==> config.mk <==
export PLATFORM = sky130hd
export DESIGN_NAME = ctl_serial_port
export DESIGN_NICKNAME = d
export VERILOG_FILES = /design/src/rtl/ctlp_pkg.sv /design/src/rtl/ctlp_sync.sv /design/src/rtl/ctlp_wire3.sv /design/src/rtl/ctlp_wire2.sv /design/src/rtl/ctlp_regs.sv /design/src/rtl/ctl_serial_port.sv
export SDC_FILE = /design/constraint.sdc
export NUM_CORES = 1
export LEC_CHECK = 0
export BUFFER_PORTS_ARGS = -buffer_cell sky130_fd_sc_hd__buf_2
export CORE_MARGIN = 3
export CORE_UTILIZATION = 64
export CTS_CLUSTER_SIZE = 30
export DETAILED_ROUTE_END_ITERATION = 8
export GPL_TIMING_DRIVEN = 0
export PLACE_DENSITY = 0.92
export SLEW_MARGIN = 5
export SYNTH_ARGS = -nofsm -noshare
export SYNTH_HDL_FRONTEND = slang
export SYNTH_SLANG_ARGS = --single-unit
==> constraint.sdc <==
create_clock -name clk -period 6.3 [get_ports clk]
set_input_delay 1.26 -clock clk [delete_from_list [all_inputs] [get_ports clk]]
set_output_delay 1.26 -clock clk [all_outputs]
set_load 0.05 [all_outputs]
==> src/rtl/ctlp_pkg.sv <==
package ctlp_pkg;
    localparam int ADDR_W    = 7;
    localparam int DATA_W    = 9;
    localparam int WORD_W    = ADDR_W + DATA_W;
    localparam int BYTE_W    = 8;
    localparam int NREG      = 3;
    localparam int SRST_CYC  = 4;
    localparam int SYNC_LAT  = 2;
    localparam logic [ADDR_W-1:0] DEV_ADDR  = 7'b0011010;
    localparam logic [ADDR_W-1:0] SRST_ADDR = 7'd7;

    typedef struct packed {
        logic              vld;
        logic [ADDR_W-1:0] addr;
        logic [DATA_W-1:0] data;
    } wr_t;

    typedef enum logic [2:0] {
        TW_IDLE,
        TW_ADDR,
        TW_ACK_A,
        TW_BYTE_HI,
        TW_ACK_HI,
        TW_BYTE_LO,
        TW_ACK_LO
    } tw_state_t;

    function automatic logic [DATA_W-1:0] reg_default(input int idx);
        case (idx)
            0:       return 9'h003;
            1:       return 9'h00A;
            2:       return 9'h003;
            default: return '0;
        endcase
    endfunction
endpackage

==> src/rtl/ctlp_sync.sv <==
module ctlp_sync #(
    parameter int            W   = 3,
    parameter logic [W-1:0]  RST = '1
) (
    input  logic         clk,
    input  logic         rst_n,
    input  logic [W-1:0] d_i,
    output logic [W-1:0] q_o,
    output logic [W-1:0] qd_o
);
    logic [W-1:0] meta_q;

    always_ff @(posedge clk or negedge rst_n) begin
        if (!rst_n) begin
            meta_q <= RST;
            q_o    <= RST;
            qd_o   <= RST;
        end else begin
            meta_q <= d_i;
            q_o    <= meta_q;
            qd_o   <= q_o;
        end
    end
endmodule

==> src/rtl/ctlp_wire3.sv <==
module ctlp_wire3 import ctlp_pkg::*; (
    input  logic clk,
    input  logic rst_n,
    input  logic en_i,
    input  logic clk_rise_i,
    input  logic dat_i,
    input  logic sel_rise_i,
    output wr_t  wr_o
);
    logic [WORD_W-1:0] sh_q;

    always_ff @(posedge clk or negedge rst_n) begin
        if (!rst_n) begin
            sh_q <= '0;
            wr_o <= '0;
        end else begin
            wr_o.vld <= en_i && sel_rise_i;
            if (en_i && sel_rise_i) begin
                wr_o.addr <= sh_q[WORD_W-1 -: ADDR_W];
                wr_o.data <= sh_q[DATA_W-1:0];
            end
            if (en_i && clk_rise_i) begin
                sh_q <= {sh_q[WORD_W-2:0], dat_i};
            end
        end
    end
endmodule

==> src/rtl/ctlp_wire2.sv <==
module ctlp_wire2 import ctlp_pkg::*; #(
    parameter logic [ADDR_W-1:0] DEV = DEV_ADDR
) (
    input  logic clk,
    input  logic rst_n,
    input  logic en_i,
    input  logic scl_i,
    input  logic scl_d_i,
    input  logic sda_i,
    input  logic sda_d_i,
    output logic pull_o,
    output logic in_ack_o,
    output wr_t  wr_o
);
    localparam int BW = $clog2(BYTE_W);

    tw_state_t         st_q, st_n;
    logic [BW-1:0]     bit_q;
    logic [BYTE_W-1:0] sh_q, hi_q;
    logic              scl_rise, scl_fall, scl_hold;
    logic              start_c, stop_c, last_bit, in_byte;
    logic [BYTE_W-1:0] byte_in;

    function automatic logic is_ack(input tw_state_t s);
        return (s == TW_ACK_A) || (s == TW_ACK_HI) || (s == TW_ACK_LO);
    endfunction

    assign scl_rise = scl_i && !scl_d_i;
    assign scl_fall = !scl_i && scl_d_i;
    assign scl_hold = scl_i && scl_d_i;
    assign start_c  = en_i && scl_hold && sda_d_i && !sda_i;
    assign stop_c   = en_i && scl_hold && !sda_d_i && sda_i;
    assign last_bit = scl_rise && (bit_q == BW'(BYTE_W - 1));
    assign byte_in  = {sh_q[BYTE_W-2:0], sda_i};
    assign in_byte  = (st_q == TW_ADDR) || (st_q == TW_BYTE_HI) || (st_q == TW_BYTE_LO);
    assign in_ack_o = is_ack(st_q);

    // next-state logic
    always_comb begin
        st_n = st_q;
        if (!en_i || stop_c) begin
            st_n = TW_IDLE;
        end else if (start_c) begin
            st_n = (st_q == TW_IDLE) ? TW_ADDR : TW_IDLE;
        end else begin
            unique case (st_q)
                TW_IDLE:    st_n = TW_IDLE;
                TW_ADDR:    if (last_bit) st_n = (byte_in == {DEV, 1'b0}) ? TW_ACK_A : TW_IDLE;
                TW_ACK_A:   if (scl_fall && pull_o) st_n = TW_BYTE_HI;
                TW_BYTE_HI: if (last_bit) st_n = TW_ACK_HI;
                TW_ACK_HI:  if (scl_fall && pull_o) st_n = TW_BYTE_LO;
                TW_BYTE_LO: if (last_bit) st_n = TW_ACK_LO;
                TW_ACK_LO:  if (scl_fall && pull_o) st_n = TW_IDLE;
                default:    st_n = TW_IDLE;
            endcase
        end
    end

    // state register
    always_ff @(posedge clk or negedge rst_n) begin
        if (!rst_n) st_q <= TW_IDLE;
        else        st_q <= st_n;
    end

    // datapath and outputs
    always_ff @(posedge clk or negedge rst_n) begin
        if (!rst_n) begin
            bit_q  <= '0;
            sh_q   <= '0;
            hi_q   <= '0;
            pull_o <= 1'b0;
            wr_o   <= '0;
        end else begin
            if (start_c) begin
                bit_q <= '0;
            end else if (en_i && in_byte && scl_rise) begin
                bit_q <= bit_q + 1'b1;
                sh_q  <= byte_in;
            end
            if (st_q == TW_BYTE_HI && last_bit) hi_q <= byte_in;
            pull_o   <= is_ack(st_n) && is_ack(st_q) && (scl_fall ? !pull_o : pull_o);
            wr_o.vld <= (st_q == TW_BYTE_LO) && (st_n == TW_ACK_LO);
            if ((st_q == TW_BYTE_LO) && (st_n == TW_ACK_LO)) begin
                wr_o.addr <= hi_q[BYTE_W-1 -: ADDR_W];
                wr_o.data <= {hi_q[0], byte_in};
            end
        end
    end
endmodule

==> src/rtl/ctlp_regs.sv <==
module ctlp_regs import ctlp_pkg::*; #(
    parameter int SRST_LEN = SRST_CYC
) (
    input  logic                         clk,
    input  logic                         rst_n,
    input  wr_t                          wr_i,
    output logic [NREG-1:0][DATA_W-1:0]  cfg_o,
    output logic                         srst_o
);
    localparam int CW = (SRST_LEN > 1) ? $clog2(SRST_LEN) : 1;

    logic          hit_rst;
    logic [CW-1:0] cnt_q;

    assign hit_rst = wr_i.vld && (wr_i.addr == SRST_ADDR);

    for (genvar g = 0; g < NREG; g++) begin : g_reg
        logic [DATA_W-1:0] r_q;
        always_ff @(posedge clk or negedge rst_n) begin
            if (!rst_n)                                           r_q <= reg_default(g);
            else if (hit_rst)                                     r_q <= reg_default(g);
            else if (wr_i.vld && (wr_i.addr == ADDR_W'(g)))       r_q <= wr_i.data;
        end
        assign cfg_o[g] = r_q;
    end

    always_ff @(posedge clk or negedge rst_n) begin
        if (!rst_n) begin
            srst_o <= 1'b0;
            cnt_q  <= '0;
        end else if (hit_rst) begin
            srst_o <= 1'b1;
            cnt_q  <= '0;
        end else if (srst_o) begin
            if (wr_i.vld || (cnt_q == CW'(SRST_LEN - 1))) srst_o <= 1'b0;
            else                                          cnt_q  <= cnt_q + 1'b1;
        end
    end
endmodule

==> src/rtl/ctl_serial_port.sv <==
module ctl_serial_port import ctlp_pkg::*; (
    input  logic              clk,
    input  logic              rst_n,
    input  logic              sclk_i,
    input  logic              sdat_i,
    input  logic              ssel_i,
    output logic              sdat_pull_o,
    output logic [DATA_W-1:0] fmt_cfg_o,
    output logic [DATA_W-1:0] link_cfg_o,
    output logic [DATA_W-1:0] ctrl_cfg_o,
    output logic              soft_rst_o
);
    localparam int BOOT_W = $clog2(SYNC_LAT + 1);

    logic [2:0]                 s_q, s_d;
    logic [BOOT_W-1:0]          boot_q;
    logic                       ready_q, mode_3w_q;
    logic                       en3, en2, tw_in_ack;
    wr_t                        wr3, wr2, wr_m;
    logic [NREG-1:0][DATA_W-1:0] cfg;

    ctlp_sync #(.W(3), .RST(3'b111)) i_sync (
        .clk  (clk),
        .rst_n(rst_n),
        .d_i  ({ssel_i, sdat_i, sclk_i}),
        .q_o  (s_q),
        .qd_o (s_d)
    );

    // format latch once the synchroniser holds a post-reset sample
    always_ff @(posedge clk or negedge rst_n) begin
        if (!rst_n) begin
            boot_q    <= '0;
            ready_q   <= 1'b0;
            mode_3w_q <= 1'b0;
        end else if (!ready_q) begin
            if (boot_q == BOOT_W'(SYNC_LAT)) begin
                ready_q   <= 1'b1;
                mode_3w_q <= s_q[2];
            end else begin
                boot_q <= boot_q + 1'b1;
            end
        end
    end

    assign en3 = ready_q && mode_3w_q;
    assign en2 = ready_q && !mode_3w_q;

    ctlp_wire3 i_wire3 (
        .clk       (clk),
        .rst_n     (rst_n),
        .en_i      (en3),
        .clk_rise_i(s_q[0] && !s_d[0]),
        .dat_i     (s_q[1]),
        .sel_rise_i(s_q[2] && !s_d[2]),
        .wr_o      (wr3)
    );

    ctlp_wire2 #(.DEV(DEV_ADDR)) i_wire2 (
        .clk     (clk),
        .rst_n   (rst_n),
        .en_i    (en2),
        .scl_i   (s_q[0]),
        .scl_d_i (s_d[0]),
        .sda_i   (s_q[1]),
        .sda_d_i (s_d[1]),
        .pull_o  (sdat_pull_o),
        .in_ack_o(tw_in_ack),
        .wr_o    (wr2)
    );

    assign wr_m = mode_3w_q ? wr3 : wr2;

    ctlp_regs #(.SRST_LEN(SRST_CYC)) i_regs (
        .clk   (clk),
        .rst_n (rst_n),
        .wr_i  (wr_m),
        .cfg_o (cfg),
        .srst_o(soft_rst_o)
    );

    assign fmt_cfg_o  = cfg[0];
    assign link_cfg_o = cfg[1];
    assign ctrl_cfg_o = cfg[2];
endmodule

==> results_dict.tcl <==
set metrics [dict create \
    fp.dieW_um 92.6 \
    core-area_mm2 0.00702 \
    synth-seq-area-share_pct 60.3 \
    ctsResizeCount 0 \
    rsz0062_at_grt "no" \
    fmax_mhz 379 \
    grt_pass1_vias 3552 \
    postCtsSetupRepairBufs 0 \
    place_ws_ns 3.78 \
    clock_latency_ns 0.51 \
    reg2reg_slack_ns 3.66 \
    crit_path_end_kind "register" \
    grt_usage_pct 27.1 \
    setup_tns_ns 0 \
    holdWs_ns 0.353 \
    crit_path_start_kind "register" \
    power_w 0.00214 \
    wl_mm 10.3 \
    final_cell_mix "dfrtp_1, nand2_1, mux2_2, buf_2, a21oi_1" \
    min_period_ns 2.64 \
    syn2layout_area_growth_pct 20.8 \
    ys_ff_latch 115 \
    hold_buffers 0 \
    worstHoldPathCells 0 \
    clkSinkCount 115 \
    final_common_cell "dfrtp_1" \
    grt_max_degree 68 \
    dr.pass1.iters 4 \
    numCtsBuffers 17 \
    path_max_fanout 9 \
    fillers 365 \
    r2r_end "i_regs.g_reg[0].r_q[2]$_DFFE_PN0P_" \
    fin_worst_skew_ns 0.00801 \
    synth_edf_count 0 \
    gp_congestion 0.882 \
    drc 0 \
    layout-drive-gt1-share_pct 34.5 \
    vias 3248 \
    drtIter0Drc 246 \
    cts_buffer_depth 2 \
    fp.dieH_um 92.6 \
    ir_drop_uv 264 \
    crit_arrival_ns 2.99 \
    clockRootBuffer "clkbuf_8" \
    num-nets-final 444 \
    synth_cell_types 50 \
    grt_overflow 0 \
    htreeDepth 4 \
    place.port_buffers 33 \
    cts_tree "yes" \
    synth.avg_cell_area_um2 12.6 \
    setup_ws_ns 3.66 \
    critPathKind "reg2reg" \
    synth_area_mm2 0.00480 \
    slew_headroom_pct 40.2 \
    required_ns 6.65 \
    start_util_pct 68.4 \
    p_per_area_mw_per_mm2 370 \
    wl_met1_mm 4.09 \
    setup_viol 0 \
    ff2ff_path_depth 5 \
    slew_viol_final 0 \
    n_antenna_cell 0 \
    met3WireLength_um 646 \
    min-delay-start "i_sync.meta_q[2]$_DFF_PN1_" \
    synth_warnings 0 \
    vias_per_cell 5.98 \
    finalHoldViolCount 0 \
    period_share_pct 41.9 \
    outcome "complete, no violations" \
    syn_inst 381 \
    async_reset_ff_share_pct 100 \
    row_count 30 \
    holdPathEnd "i_sync.q_o[2]$_DFF_PN1_" \
    grt_pass1_wl_mm 17.7 \
    highest_layer "met4" \
    io-pin-count 34 \
    worstMarginPinSlew_ns 0.893 \
    floorplan.die_area_mm2 0.00858 \
    dp_hpwl_mm 6.49 \
    synthFlopType "dfrtp_1" \
    hold_path.class "reg2reg" \
    power_leakage_nw 2.88 \
    syn_nets 391 \
    ant_nets 0 \
    antenna_found_initial 0 \
    wl_met2_mm 5.26 \
    clk_pin_slew_ns 0.06 \
    wl_per_cell_um 19.0 \
    rr_startpoint "mode_3w_q$_DFFE_PN0P_" \
    drv_cap 0 \
]
## cell families (layout without fill, tap and decap cells)
group	Yosys count	count (layout)	share of synthesized area (%)
buffers and inverters	21	87	2.55
adders and majority gates	5	5	1.30
DFF	115	115	60.3
muxes	65	65	15.7
AOI/OAI and AO/OA	69	69	9.17
xor gates and xnor gates	4	4	0.730
and+or+nand+nor	102	102	10.3
## cell type report
| cell class | instances | area, um^2 | area share [%] |
|---|---|---|---|
| timing repair buffer | 34 | 195 | 3.36 |
| clock buffer | 23 | 487 | 8.39 |
| inverter | 5 | 18.8 | 0.323 |
| buffer | 16 | 104 | 1.79 |
| clock inverter | 9 | 198 | 3.41 |
| multi-input combinational | 245 | 1780 | 30.7 |
| sequential | 115 | 2900 | 49.9 |
| tap | 96 | 120 | 2.07 |
## power breakdown
group	switching, W	total [W]	internal, W
combinational	0.000135	0.000198	0.0000625
sequential	0.0000516	0.000858	0.000807
clock	0.000315	0.00109	0.000773
total	0.000502	0.00214	0.00164
## worst max path at each step
stage               depth (start not counted)                          from  slack, ns                            endpoint
floorplan                                   8  i_wire2.bit_q[0]$_DFFE_PN0P_       4.23        i_wire2.wr_o[15]$_DFFE_PN0P_
global placement                            1                         rst_n       2.78        i_wire2.bit_q[1]$_DFFE_PN0P_
detailed placement                          5         mode_3w_q$_DFFE_PN0P_       3.78  i_regs.g_reg[0].r_q[7]$_DFFE_PN0P_
CTS                                         5         mode_3w_q$_DFFE_PN0P_       3.69  i_regs.g_reg[0].r_q[2]$_DFFE_PN0P_
global route                                5         mode_3w_q$_DFFE_PN0P_       3.56  i_regs.g_reg[0].r_q[2]$_DFFE_PN0P_
finish                                      5         mode_3w_q$_DFFE_PN0P_       3.66  i_regs.g_reg[0].r_q[2]$_DFFE_PN0P_
## metrics by stage
step / cells / cell area [um^2] / util (%)
floorplan: 381 / 4800 / -
global placement: 510 / 5090 / 72.5
detailed placement: 511 / 5120 / 72.9
CTS: 543 / 5800 / 82.7
global route: 543 / 5800 / 82.7
finish: 543 / 5800 / 82.7
## critical path: stages (launching register included)
cell      delay (ns)
dfrtp_1         0.35
buf_2           0.20
nor4_1          0.72
o221ai_1        0.48
nor2_1          0.55
a211oi_1        0.17
## synth_stat cells, types with 2 or more instances
cell	n	area (um^2)
nor3_1	9	45.0
a22o_1	2	17.5
o21ai_0	8	40.0
or2_2	2	12.5
a41oi_1	2	17.5
nor2_1	13	48.8
xnor2_1	3	26.3
buf_2	4	20.0
dfstp_2	15	394
nor4b_1	2	17.5
mux2_4	9	135
mux2i_1	11	110
nor2b_1	4	25.0
ha_1	5	62.6
inv_1	3	11.3
nand3_1	2	10.0
mux2_2	45	507
clkbuf_1	6	22.5
dfrtp_1	100	2500
nand2_1	56	210
a211oi_1	20	150
a21oi_1	28	140
o221a_2	2	22.5
buf_4	4	30.0
## state kept, by name, indices dropped and copies added (netlist names), 7 cells and up
signal        flops
i_regs.g.r_q     27
i_wire2.hi_q      8
i_wire2.sh_q      7
i_wire2.wr_o     17
i_wire3.sh_q     16
i_wire3.wr_o     17
## routing by layer
| metal | up-vias | GRT usage, % |
|---|---|---|
| met5 | - | 0 |
| met4 | 0 | 14.5 |
| met3 | 32 | 6.58 |
| met2 | 133 | 45.6 |
| met1 | 1605 | 32.3 |
| li1 | 1478 | - |
No activity file was read; power rests on OpenSTA's default activity.
